## config.mk

```make
export PLATFORM = sky130hd
export DESIGN_NAME = rsthold_counter
export DESIGN_NICKNAME = d
export VERILOG_FILES = /design/src/rtl/rsthold_pkg.sv /design/src/rtl/rsthold_sync.sv /design/src/rtl/rsthold_fsm.sv /design/src/rtl/rsthold_thresh.sv /design/src/rtl/rsthold_counter.sv
export SDC_FILE = /design/constraint.sdc
export NUM_CORES = 1
export LEC_CHECK = 0
export ABC_AREA = 0
export BUFFER_PORTS_ARGS = -buffer_cell sky130_fd_sc_hd__buf_2
export CAP_MARGIN = 20
export CORE_ASPECT_RATIO = 0.8
export CORE_UTILIZATION = 50
export CTS_CLUSTER_SIZE = 12
export DETAILED_ROUTE_END_ITERATION = 16
export PLACE_DENSITY = 0.83
export SETUP_SLACK_MARGIN = 0.2
export SYNTH_ARGS = -nofsm -noshare
export SYNTH_HDL_FRONTEND = slang
export SYNTH_HIERARCHICAL = 1
export SYNTH_SLANG_ARGS = --single-unit
```

## constraint.sdc

```tcl
create_clock -name clk -period 7.6 [get_ports clk]
set_input_delay 1.14 -clock clk [delete_from_list [all_inputs] [get_ports clk]]
set_output_delay 1.14 -clock clk [all_outputs]
set_load 0.1 [all_outputs]
```

## src/rtl/rsthold_pkg.sv

```systemverilog
package rsthold_pkg;
    typedef enum logic [1:0] {
        ST_IDLE      = 2'd0,
        ST_TIMING    = 2'd1,
        ST_SATURATED = 2'd2,
        ST_HOLD      = 2'd3
    } hold_state_t;
endpackage

```

## src/rtl/rsthold_sync.sv

```systemverilog
module rsthold_sync #(
    parameter int STAGES = 2
) (
    input  logic clk,
    input  logic rst_n,
    input  logic async_in,
    output logic sync_out
);
    logic [STAGES-1:0] chain;

    always_ff @(posedge clk) begin
        if (!rst_n) chain <= '1;
        else        chain <= {chain[STAGES-2:0], async_in};
    end

    assign sync_out = chain[STAGES-1];
endmodule

```

## src/rtl/rsthold_fsm.sv

```systemverilog
module rsthold_fsm
    import rsthold_pkg::*;
#(
    parameter int CNT_W = 29
) (
    input  logic             clk,
    input  logic             rst_n,
    input  logic             press_low,
    input  logic             clr,
    output logic [CNT_W-1:0] count,
    output hold_state_t      state
);
    localparam logic [CNT_W-1:0] CNT_MAX  = '1;
    localparam logic [CNT_W-1:0] CNT_LAST = CNT_MAX - CNT_W'(1);
    localparam logic [CNT_W-1:0] CNT_ONE  = CNT_W'(1);

    hold_state_t      state_nx;
    logic [CNT_W-1:0] count_nx;

    // state register
    always_ff @(posedge clk) begin
        if (!rst_n) begin
            state <= ST_IDLE;
            count <= '0;
        end else begin
            state <= state_nx;
            count <= count_nx;
        end
    end

    // next-state logic
    always_comb begin
        state_nx = state;
        unique case (state)
            ST_IDLE:      if (press_low) state_nx = ST_TIMING;
            ST_TIMING: begin
                if (!press_low)             state_nx = ST_HOLD;
                else if (count == CNT_LAST) state_nx = ST_SATURATED;
            end
            ST_SATURATED: if (!press_low) state_nx = ST_HOLD;
            ST_HOLD:      if (press_low) state_nx = ST_TIMING;
            default:      state_nx = ST_IDLE;
        endcase
        if (clr) state_nx = press_low ? ST_TIMING : ST_IDLE;
    end

    // count output logic
    always_comb begin
        count_nx = count;
        unique case (state)
            ST_IDLE:      if (press_low) count_nx = CNT_ONE;
            ST_TIMING:    if (press_low) count_nx = count + CNT_ONE;
            ST_SATURATED: count_nx = count;
            ST_HOLD:      if (press_low) count_nx = CNT_ONE;
            default:      count_nx = '0;
        endcase
        if (clr) count_nx = '0;
    end
endmodule

```

## src/rtl/rsthold_thresh.sv

```systemverilog
module rsthold_thresh #(
    parameter int CNT_W         = 29,
    parameter int THR_W         = 8,
    parameter int TICKS_PER_SEC = 25_000_000
) (
    input  logic             clk,
    input  logic             rst_n,
    input  logic             clr,
    input  logic [CNT_W-1:0] count,
    input  logic [THR_W-1:0] thr_sec,
    output logic             long_press
);
    localparam int LIM_W = 64;

    logic [LIM_W-1:0] limit;
    logic             reached;

    assign limit   = LIM_W'(TICKS_PER_SEC) * LIM_W'(thr_sec);
    assign reached = (thr_sec != '0) && (LIM_W'(count) >= limit);

    always_ff @(posedge clk) begin
        if (!rst_n)       long_press <= 1'b0;
        else if (clr)     long_press <= 1'b0;
        else if (reached) long_press <= 1'b1;
    end
endmodule

```

## src/rtl/rsthold_counter.sv

```systemverilog
module rsthold_counter
    import rsthold_pkg::*;
#(
    parameter int CNT_W         = 29,
    parameter int THR_W         = 8,
    parameter int REG_W         = 32,
    parameter int CLR_BIT       = 31,
    parameter int SYNC_STAGES   = 2,
    parameter int TICKS_PER_SEC = 25_000_000
) (
    input  logic             clk,
    input  logic             rst_n,
    input  logic             press_n,
    input  logic             reg_wr,
    input  logic [REG_W-1:0] reg_wdata,
    output logic [REG_W-1:0] reg_rdata,
    input  logic [THR_W-1:0] thr_sec,
    output logic             long_press
);
    logic             press_s;
    logic             press_low;
    logic             clr_req;
    logic [CNT_W-1:0] count;
    hold_state_t      state;

    rsthold_sync #(.STAGES(SYNC_STAGES)) u_sync (
        .clk      (clk),
        .rst_n    (rst_n),
        .async_in (press_n),
        .sync_out (press_s)
    );

    assign press_low = ~press_s;
    assign clr_req   = reg_wr & reg_wdata[CLR_BIT];

    rsthold_fsm #(.CNT_W(CNT_W)) u_fsm (
        .clk       (clk),
        .rst_n     (rst_n),
        .press_low (press_low),
        .clr       (clr_req),
        .count     (count),
        .state     (state)
    );

    rsthold_thresh #(
        .CNT_W         (CNT_W),
        .THR_W         (THR_W),
        .TICKS_PER_SEC (TICKS_PER_SEC)
    ) u_thr (
        .clk        (clk),
        .rst_n      (rst_n),
        .clr        (clr_req),
        .count      (count),
        .thr_sec    (thr_sec),
        .long_press (long_press)
    );

    always_comb begin
        reg_rdata             = '0;
        reg_rdata[CNT_W-1:0]  = count;
    end
endmodule

```

==> flow_results.org, run 1 <==
** Outcome
- Result of the run :: finished, final reports clean

** Final layout
- Non-Filler Instances :: approximately 700
- Synth-to-layout area growth :: 9.27%
- The library cell used most frequently in the layout, excluding fill and tap cells, is sky130_fd_sc_hd__inv_1.
- The number of antenna diodes in the final layout is 0.
- After routing the design area is around 5000 um^2.
- Most frequent cells in the layout :: sky130_fd_sc_hd__inv_1, sky130_fd_sc_hd__ha_1, sky130_fd_sc_hd__buf_2, sky130_fd_sc_hd__nor2_1, sky130_fd_sc_hd__fa_1
- The net count of the finished layout is about 750.
- Ratio of cells with drive above 1 in the final layout :: slightly above 10%

** Floorplanning
- Area of the core :: 9080 um^2
- The initialized floorplan defines 31 standard-cell rows.
- Initial standard-cell utilization of the core :: around half
- The floorplan step defined a die boundary enclosing a little under 10000 um^2.
- For this design the top-level I/O count stands at between 70 and 80.
- Vertical die dimension :: approximately 89 um
- From left edge to right edge, the die measures 110 um.

** Clock tree
- Clock slew seen by the registers of the worst setup and hold paths :: around 0.050 ns
- Buffers inserted during post-CTS setup optimization :: 0
- TritonCTS clock tree :: done
- The tree built by TritonCTS fans out to 34 sinks.
- The number of gates resized after CTS was 0.
- Counting the buffers created by CTS gives 5.
- The tree is rooted in a sky130_fd_sc_hd__clkbuf_16.
- Latest clock arrival within the worst-skew pair :: around 0.28 ns
- The longest clock path from root to sink contains 2 buffers.
- In this run, post-CTS hold repair placed 0 buffers.
- The H-tree was split into 2 levels.

** Global routing
- The first global-routing pass estimated 17.9 mm of wire.
- Total global routing track utilization :: between 20% and 30%
- GR met2 Demand/Resource :: slightly below 40%
- For met3 alone, demand over resource in global routing was under 10%.
- For this run, global-route usage on met1 was measured as approximately a third.
- The initial antenna violation count was 0.
- met2 is the most crowded layer.
- Entering global routing, the biggest net connects 28 pins.
- Global routing finished with a remaining overflow of 0.
- The number of global-route vias before repair came to between 3000 and 4000.

** Detailed routing
- Ratio of routed vias to standard cells :: approximately 5.6
- For this run, the detailed router's first-pass iteration total came to 5.
- Detailed routing inserted a total of 3927 vias.
- For this run, design rule violations remaining after detail routing come to 0.
- Initial drt markers :: 271
- After detailed routing, the total wire length is ~11 mm.
- The count of nets left with antenna violations once routing finished came out at 0.
- In the final routed layout, each cell accounts on average for ~15 um.

** Synthesis
- Cells after Synth :: between 500 and 600
- Flops & latches, synth :: 34
- Area contributors post-synth :: sky130_fd_sc_hd__ha_1, sky130_fd_sc_hd__fa_1, sky130_fd_sc_hd__dfxtp_1
- Commonest register cell after synthesis :: sky130_fd_sc_hd__dfxtp_1
- Synthesis Warnings :: 6
- Of the post-synthesis cell area, the dominant cell type holds between 20% and 30%.
- The synthesized design contains 0 enable-type register cells.
- Avg Cell Area, Syn :: 8.57 um^2
- In the synthesized netlist the async set-or-reset flop fraction comes to 0%.
- Summed over all instances, the cell type with the most area after synthesis is sky130_fd_sc_hd__ha_1.
- Of the synthesized area, sequential elements account for roughly 15%.
- Area of the mapped netlist :: about 4700 um^2
- The synthesized netlist contains 54 unique library cells.

** Worst setup path
- The worst setup path is captured at a flip-flop.
- WS Path Type :: primary input to flip-flop
- STA classifies the critical path startpoint as a primary input.
- For the worst setup path, the data arrival time is between 6 and 7 ns.
- Along the worst path, the maximum fanout reaches 6.
- Req. time, crit path :: 7.77 ns

** Pwr
- Total power density per cell area :: ~320 nW/um^2
- The design draws between 0.0015 and 0.002 W.
- Static leakage power :: 2.56 nW
- Across the VDD grid, the largest voltage drop is 0.000186 V.

** Place
- Quantity of I/O buffers inserted on ports :: 42
- Post-DP Area :: approximately 5000 um^2
- Number of placed cells counting well taps :: 693
- Half-perimeter wire length after placement :: approximately 9 mm
- The congestion estimate from routability-driven global placement came to 0.926.

** Min path
- Class of the tightest hold or removal check :: flip-flop to flip-flop

** STA
- After layout, the worst path uses ~86% of the clock period.
- Final period demand of the worst path :: approximately 6.6 ns
- The final max-slew violation count was 0.
- Final-report setup violation count :: 0
- Max-Slew Margin vs Limit :: roughly two fifths
- The number of hold violations in the final report came to 0.
- Clock skew on the completed layout was measured at between 0.006 and 0.007 ns.
- Worst slack on hold paths :: between 0.4 and 0.5 ns
- Summed over all failing endpoints, the final setup total negative slack is 0 ns.
- Setup repair after global routing left no endpoint under its margin.
- For the pin with the worst max-slew slack, the measured transition is ~0.9 ns.
- F_max :: 152 MHz

** Job
- Max-cap violations in this run came to 0.
-- sequential cells by signal, indices dropped and copies added, names as in the netlist --
signal and flops:
u_sync/chain 2, u_fsm/count 29, u_fsm/state 2, u_thr/long_press 1
-- worst paths after layout --
| check | startpoint | slack, ns | end | cells past startpoint |
|---|---|---|---|---|
| worst max-delay path | thr_sec[5] | 1.03 | u_thr/long_press | 25 |
| worst min-delay path | u_sync/chain[0] | 0.41 | u_sync/chain[1] | 1 |
| worst max register to register | u_fsm/state[0] | 5.18 | u_fsm/count[27] | 6 |
| worst min register to register | u_sync/chain[0] | 0.41 | u_sync/chain[1] | 1 |
-- layer usage --
layer | wire length [um] | vias to the layer above
met2 | 5180 | 110
li1 | - | 1913
met1 | 4990 | 1890
met4 | 140 | 0
met5 | 0 | -
met3 | 466 | 14
-- critical path, cell delays in order --
cell and delay [ns]:
sky130_fd_sc_hd__buf_2 0.17, sky130_fd_sc_hd__fa_1 0.65, sky130_fd_sc_hd__inv_1 0.12, sky130_fd_sc_hd__fa_1 0.49, sky130_fd_sc_hd__inv_1 0.08, sky130_fd_sc_hd__fa_1 0.55, sky130_fd_sc_hd__inv_1 0.06, sky130_fd_sc_hd__fa_1 0.53
sky130_fd_sc_hd__inv_1 0.05, sky130_fd_sc_hd__ha_1 0.32, sky130_fd_sc_hd__o21ai_0 0.17, sky130_fd_sc_hd__nand2b_1 0.11, sky130_fd_sc_hd__a31oi_1 0.18, sky130_fd_sc_hd__o21bai_1 0.11, sky130_fd_sc_hd__a21o_1 0.19, sky130_fd_sc_hd__a21oi_1 0.17
sky130_fd_sc_hd__xor2_1 0.18, sky130_fd_sc_hd__ha_1 0.25, sky130_fd_sc_hd__nand4_1 0.12, sky130_fd_sc_hd__nor2_1 0.05, sky130_fd_sc_hd__nand3_1 0.09, sky130_fd_sc_hd__a211oi_1 0.07, sky130_fd_sc_hd__nor4_1 0.49, sky130_fd_sc_hd__nor4_1 0.15
sky130_fd_sc_hd__a32o_2 0.25
-- layout make-up --
type	count	area, um^2
fillers	809	3960
multi-input cells	400	3550
flip-flops and latches	34	681
inverters	102	383
repair buffers	42	210
well taps	115	144
clock buffers	7	143
clock inverters	1	5.00
-- synthesized netlist by cell type (all sizes together), types with 3 or more instances --
| cell type | instances |
|---|---|
| inv | 102 |
| ha | 79 |
| nor2 | 42 |
| fa | 40 |
| dfxtp | 34 |
| xor2 | 29 |
| nand2 | 25 |
| a21oi | 24 |
| nand3 | 19 |
| o21ai | 17 |
| nand4 | 15 |
| xnor2 | 12 |
| buf | 10 |
| and4 | 8 |
| nand2b | 8 |
| nand3b | 8 |
| and3 | 7 |
| nor4 | 7 |
| and2 | 6 |
| nor3 | 6 |
| a211oi | 5 |
| a21o | 5 |
| mux2i | 4 |
| o2111ai | 4 |
| o211ai | 4 |
| clkbuf | 3 |
| o31ai | 3 |
-- where the power goes --
part	internal (W)	switching [W]	leakage, nW	total, W
Sequential	0.000181	0.00000311	0.275	0.000184
Combinational	0.000515	0.000737	2.21	0.00125
Clock	0.000130	0.0000737	0.0739	0.000204
-- cells by family (layout without fill, tap and decap cells) --
group	after synthesis	after routing	share of synthesized area [%]
AO/OA/AOI/OAI	76	76	10.6
XOR/XNOR	41	41	7.66
adder cells (fa/ha/maj)	119	119	38.2
buffers and inverters	115	152	9.77
flip-flops	34	34	14.5
multiplexers	4	4	0.855
other	1	3	0.0800
AND/OR/NAND/NOR	157	157	18.3
-- per-stage QoR --
stage                     setup WS [ns]  util [%]
after CTS                          1.07      56.4
after global placement            0.889      54.8
after global routing              0.771      56.4
after detailed placement          0.807      54.8
after floorplan                    1.59         -
final                              1.03      56.4
Power figures use the tool's default switching activity.
==> run 2: changes to the inputs <==
ABC_CLOCK_PERIOD_IN_PS = 7600   (was not set)
BUFFER_PORTS_ARGS = not set   (was -buffer_cell sky130_fd_sc_hd__buf_2)
DONT_BUFFER_PORTS = 1   (was not set)
PLACE_DENSITY = 0.76   (was 0.83)
==> flow_results.org, run 2 (same netlist as run 1, synthesis figures left out) <==
** Clock tree
- The number of buffers inserted to repair setup after CTS came to 0 (unchanged).
- TritonCTS clock tree :: done (unchanged)
- The number of levels the H-tree was split into is 2 (unchanged).
- Deepest clock path buffer count :: 2 (unchanged)
- The post-CTS resize count is 0 (unchanged).
- Clock slew seen by the registers of the worst setup and hold paths :: 0.05 ns (about the same)
- The count of clock tree sinks was 34 (unchanged).
- The quantity of hold-fixing buffers added after cts came to 0 (unchanged).
- The total clock buffers created by CTS came to 5 (unchanged).
- Clock tree root buffer cell :: sky130_fd_sc_hd__clkbuf_16 (unchanged)
- The source-to-sink clock delay at the later pin of the worst-skew pair was 0.28 ns (about the same).

** STA
- Max Transition Viols Final :: 0 (unchanged)
- The number of hold violations in the final report is 0 (unchanged).
- Worst slack on hold paths :: 0.447 ns (was 0.414 ns)
- The final count of negative-setup-slack endpoints came to 0 (unchanged).
- Setup repair after global routing missed its margin :: false (unchanged)
- The slew at the pin with the worst max-slew slack came to 1.17 ns (was 0.877 ns).
- Max-Slew Margin vs Limit :: 21.7% (was 41.5%)
- Layout Skew :: 0.00293 ns (was 0.00689 ns)
- The maximum achievable frequency came to 159 MHz (was 152 MHz).
- The share of the clock period used by the worst path after layout came to 82.7% (was 86.5%).
- Summed negative setup slack over all endpoints :: 0 ns (unchanged)
- The post-layout minimum cycle time came to 6.28 ns (was 6.57 ns).

** Worst setup path
- Crit path cell chain :: fa_1 > inv_1 > fa_1 > inv_1 > fa_1 > inv_1 > fa_1 > inv_1 > ha_1 > o21ai_0 > nand2b_1 > a31oi_1 > o21bai_1 > a21o_1 > a21oi_1 > xor2_1 > ha_1 > nand4_1 > nor2_1 > nand3_1 > a211oi_1 > nor4_1 > nor4_1 > a32o_2
- WS Path Type :: primary input to flip-flop (unchanged)
- Arrival time worst endpoint :: 6.46 ns (was 6.74 ns)
- The family with the most delay on the worst path is adder cells (unchanged).
- The master of the slowest instance on the critical path is sky130_fd_sc_hd__fa_1 (unchanged).
- The capture instance of the worst register-to-register path is u_thr/long_press (was u_fsm/count[27]).
- The critical path startpoint category was a primary input (unchanged).
- Number of cell instances on the worst register-to-register path :: 7 (was 6)
- Worst reg2reg path startpoint :: u_fsm/count[20] (was u_fsm/state[0])
- Critical path depth :: 24 (was 25)
- The required time at the worst-slack endpoint came to 7.77 ns (about the same).
- The kind of end point of the critical path was a flip-flop (unchanged).
- R2R setup slack :: 4.57 ns (was 5.18 ns)
- Timing startpoint of the critical path :: thr_sec[5] (unchanged)
- The largest stage delay on the critical path came to 0.62 ns (was 0.65 ns).
- The largest fanout on the critical path came to 6 (unchanged).
- Number of buffer and inverter instances along the worst setup path :: 4 (was 5)

** Min path
- Source of the worst hold timing path :: u_sync/chain[0] (unchanged)
- Depth of the worst hold-timing path :: 1 (unchanged)
- WHS Endpoint :: u_sync/chain[1] (unchanged)
- The type of the worst min-delay path is flip-flop to flip-flop (unchanged).

** Detailed routing
- The number of search-and-repair iterations in the first detailed-routing pass was 5 (unchanged).
- Uppermost layer routed :: met4 (unchanged)
- Number of remaining DRC errors :: 0 (unchanged)
- The initial detailed-routing violation count was 345 (was 271).
- Wire per inst :: 16.5 um (was 15.4 um)
- Ratio of routed vias to standard cells :: 5.66 (was 5.60)
- The routed length on met1 came to 5.09 mm (was 4.99 mm).
- Met2 WL post-DR :: 5.09 mm (was 5.18 mm)
- The final wirelength came to 10.9 mm (was 10.8 mm).
- Number of vias after detailed routing :: 3744 (was 3927)
- The met3 wirelength from detailed routing is 597 um (was 466 um).
- Routed Antenna Nets :: 0 (unchanged)

** Floorplanning
- The count of standard-cell rows was 31 (unchanged).
- X dimension of the die :: 110 um (unchanged)
- The placeable core area is 9080 um^2 (unchanged).
- I/O pin count :: 77 (unchanged)
- Initial standard-cell utilization of the core :: 51.6% (unchanged)
- Die outline area :: 9760 um^2 (unchanged)
- The chip height is 88.6 um (unchanged).

** Place
- Half-perimeter wire length after placement :: 8.87 mm (was 8.86 mm)
- The final weighted congestion in routability-driven placement came to 0.889 (was 0.926).
- The number of port buffers was 0 (was 42).

** Job
- Max-cap viol count :: 0 (unchanged)

** Final layout
- Synth-to-layout area growth :: 6.01% (was 9.27%)
- Leading cell type in the layout, fill and taps excluded :: sky130_fd_sc_hd__inv_1 (unchanged)
- Ratio of cells with drive above 1 in the final layout :: 3.85% (was 10.2%)
- Regs by FF count :: u_fsm/count (29), u_fsm/state (2), u_sync/chain (2) (unchanged)
- Flip-flop count of the largest register after layout :: 29 (unchanged)
- Count of antenna diodes in the layout :: 0 (unchanged)
- Sequential cell area in the final layout :: 681 um^2 (unchanged)
- Most frequent cells in the layout :: sky130_fd_sc_hd__inv_1, sky130_fd_sc_hd__ha_1, sky130_fd_sc_hd__nor2_1 (was sky130_fd_sc_hd__inv_1, sky130_fd_sc_hd__ha_1, sky130_fd_sc_hd__buf_2, sky130_fd_sc_hd__nor2_1, sky130_fd_sc_hd__fa_1)
- The area occupied by multi-input gates is 3550 um^2 (unchanged).
- Most flop-heavy register :: u_fsm/count (unchanged)
- Fill cell total of the finished layout :: 817 (was 809)
- The total number of nets in the final design was 708 (was 748).

** Global routing
- The total global routing track utilization is 23.8% (was 23.3%).
- The aggregate global routing overflow was 0 (unchanged).
- The maximum number of pins on one net before global-route repair was 28 (unchanged).
- The first-pass GRT wire length came to 18.0 mm (was 17.9 mm).
- The number of global-route vias before repair was 3722 (was 3828).
- The initial antenna violation count was 0 (unchanged).

** Pwr
- Total power density per cell area :: 333 nW/um^2 (was 320 nW/um^2)
- Static leakage power :: 2.37 nW (was 2.56 nW)
- The highest ir drop seen on vdd is 0.000188 V (was 0.000186 V).

** Outcome
- Result of the run :: finished, final reports clean (unchanged)
[run 2: layer usage]
layer  global-route usage [%]  vias up
li1                         -     1832
met1                     33.6     1791
met2                     38.8      112
met3                     3.68        9
met4                     4.90        0
met5                        0        -
[run 2: layout make-up]
cell class,count,share of cell area [%]
Inverter,102,7.71
Multi-Input combinational cell,400,71.6
Timing Repair Buffer,2,0.781
Clock buffer,8,3.35
Sequential cell,34,13.7
Tap cell,115,2.90
[run 2: worst max-delay path by stage]
stage | to | slack [ns]
finish | u_thr/long_press | 1.32
global route | u_thr/long_press | 1.0
CTS | u_thr/long_press | 1.29
detailed placement | u_thr/long_press | 1.01
global placement | u_thr/long_press | 1.04
floorplan | u_thr/long_press | 1.59
[run 2: through the flow]
step	setup WS [ns]	power, W	instances	area (um^2)	util [%]
3_5_place_dp	1.01	0.00140	651	4760	52.5
3_3_place_gp	1.04	0.00136	651	4760	52.5
5_1_grt	0.996	0.00182	661	4970	54.7
2_1_floorplan	1.59	0.00116	549	4690	-
6_report	1.32	0.00166	661	4970	54.7
4_1_cts	1.29	0.00163	659	4930	54.3
[run 2: report_power, final]
| part | internal [W] | leakage [nW] | switching (W) |
|---|---|---|---|
| Combinational | 0.000514 | 2.01 | 0.000733 |
| Clock | 0.000148 | 0.0832 | 0.0000766 |
| Sequential | 0.000181 | 0.275 | 0.00000370 |
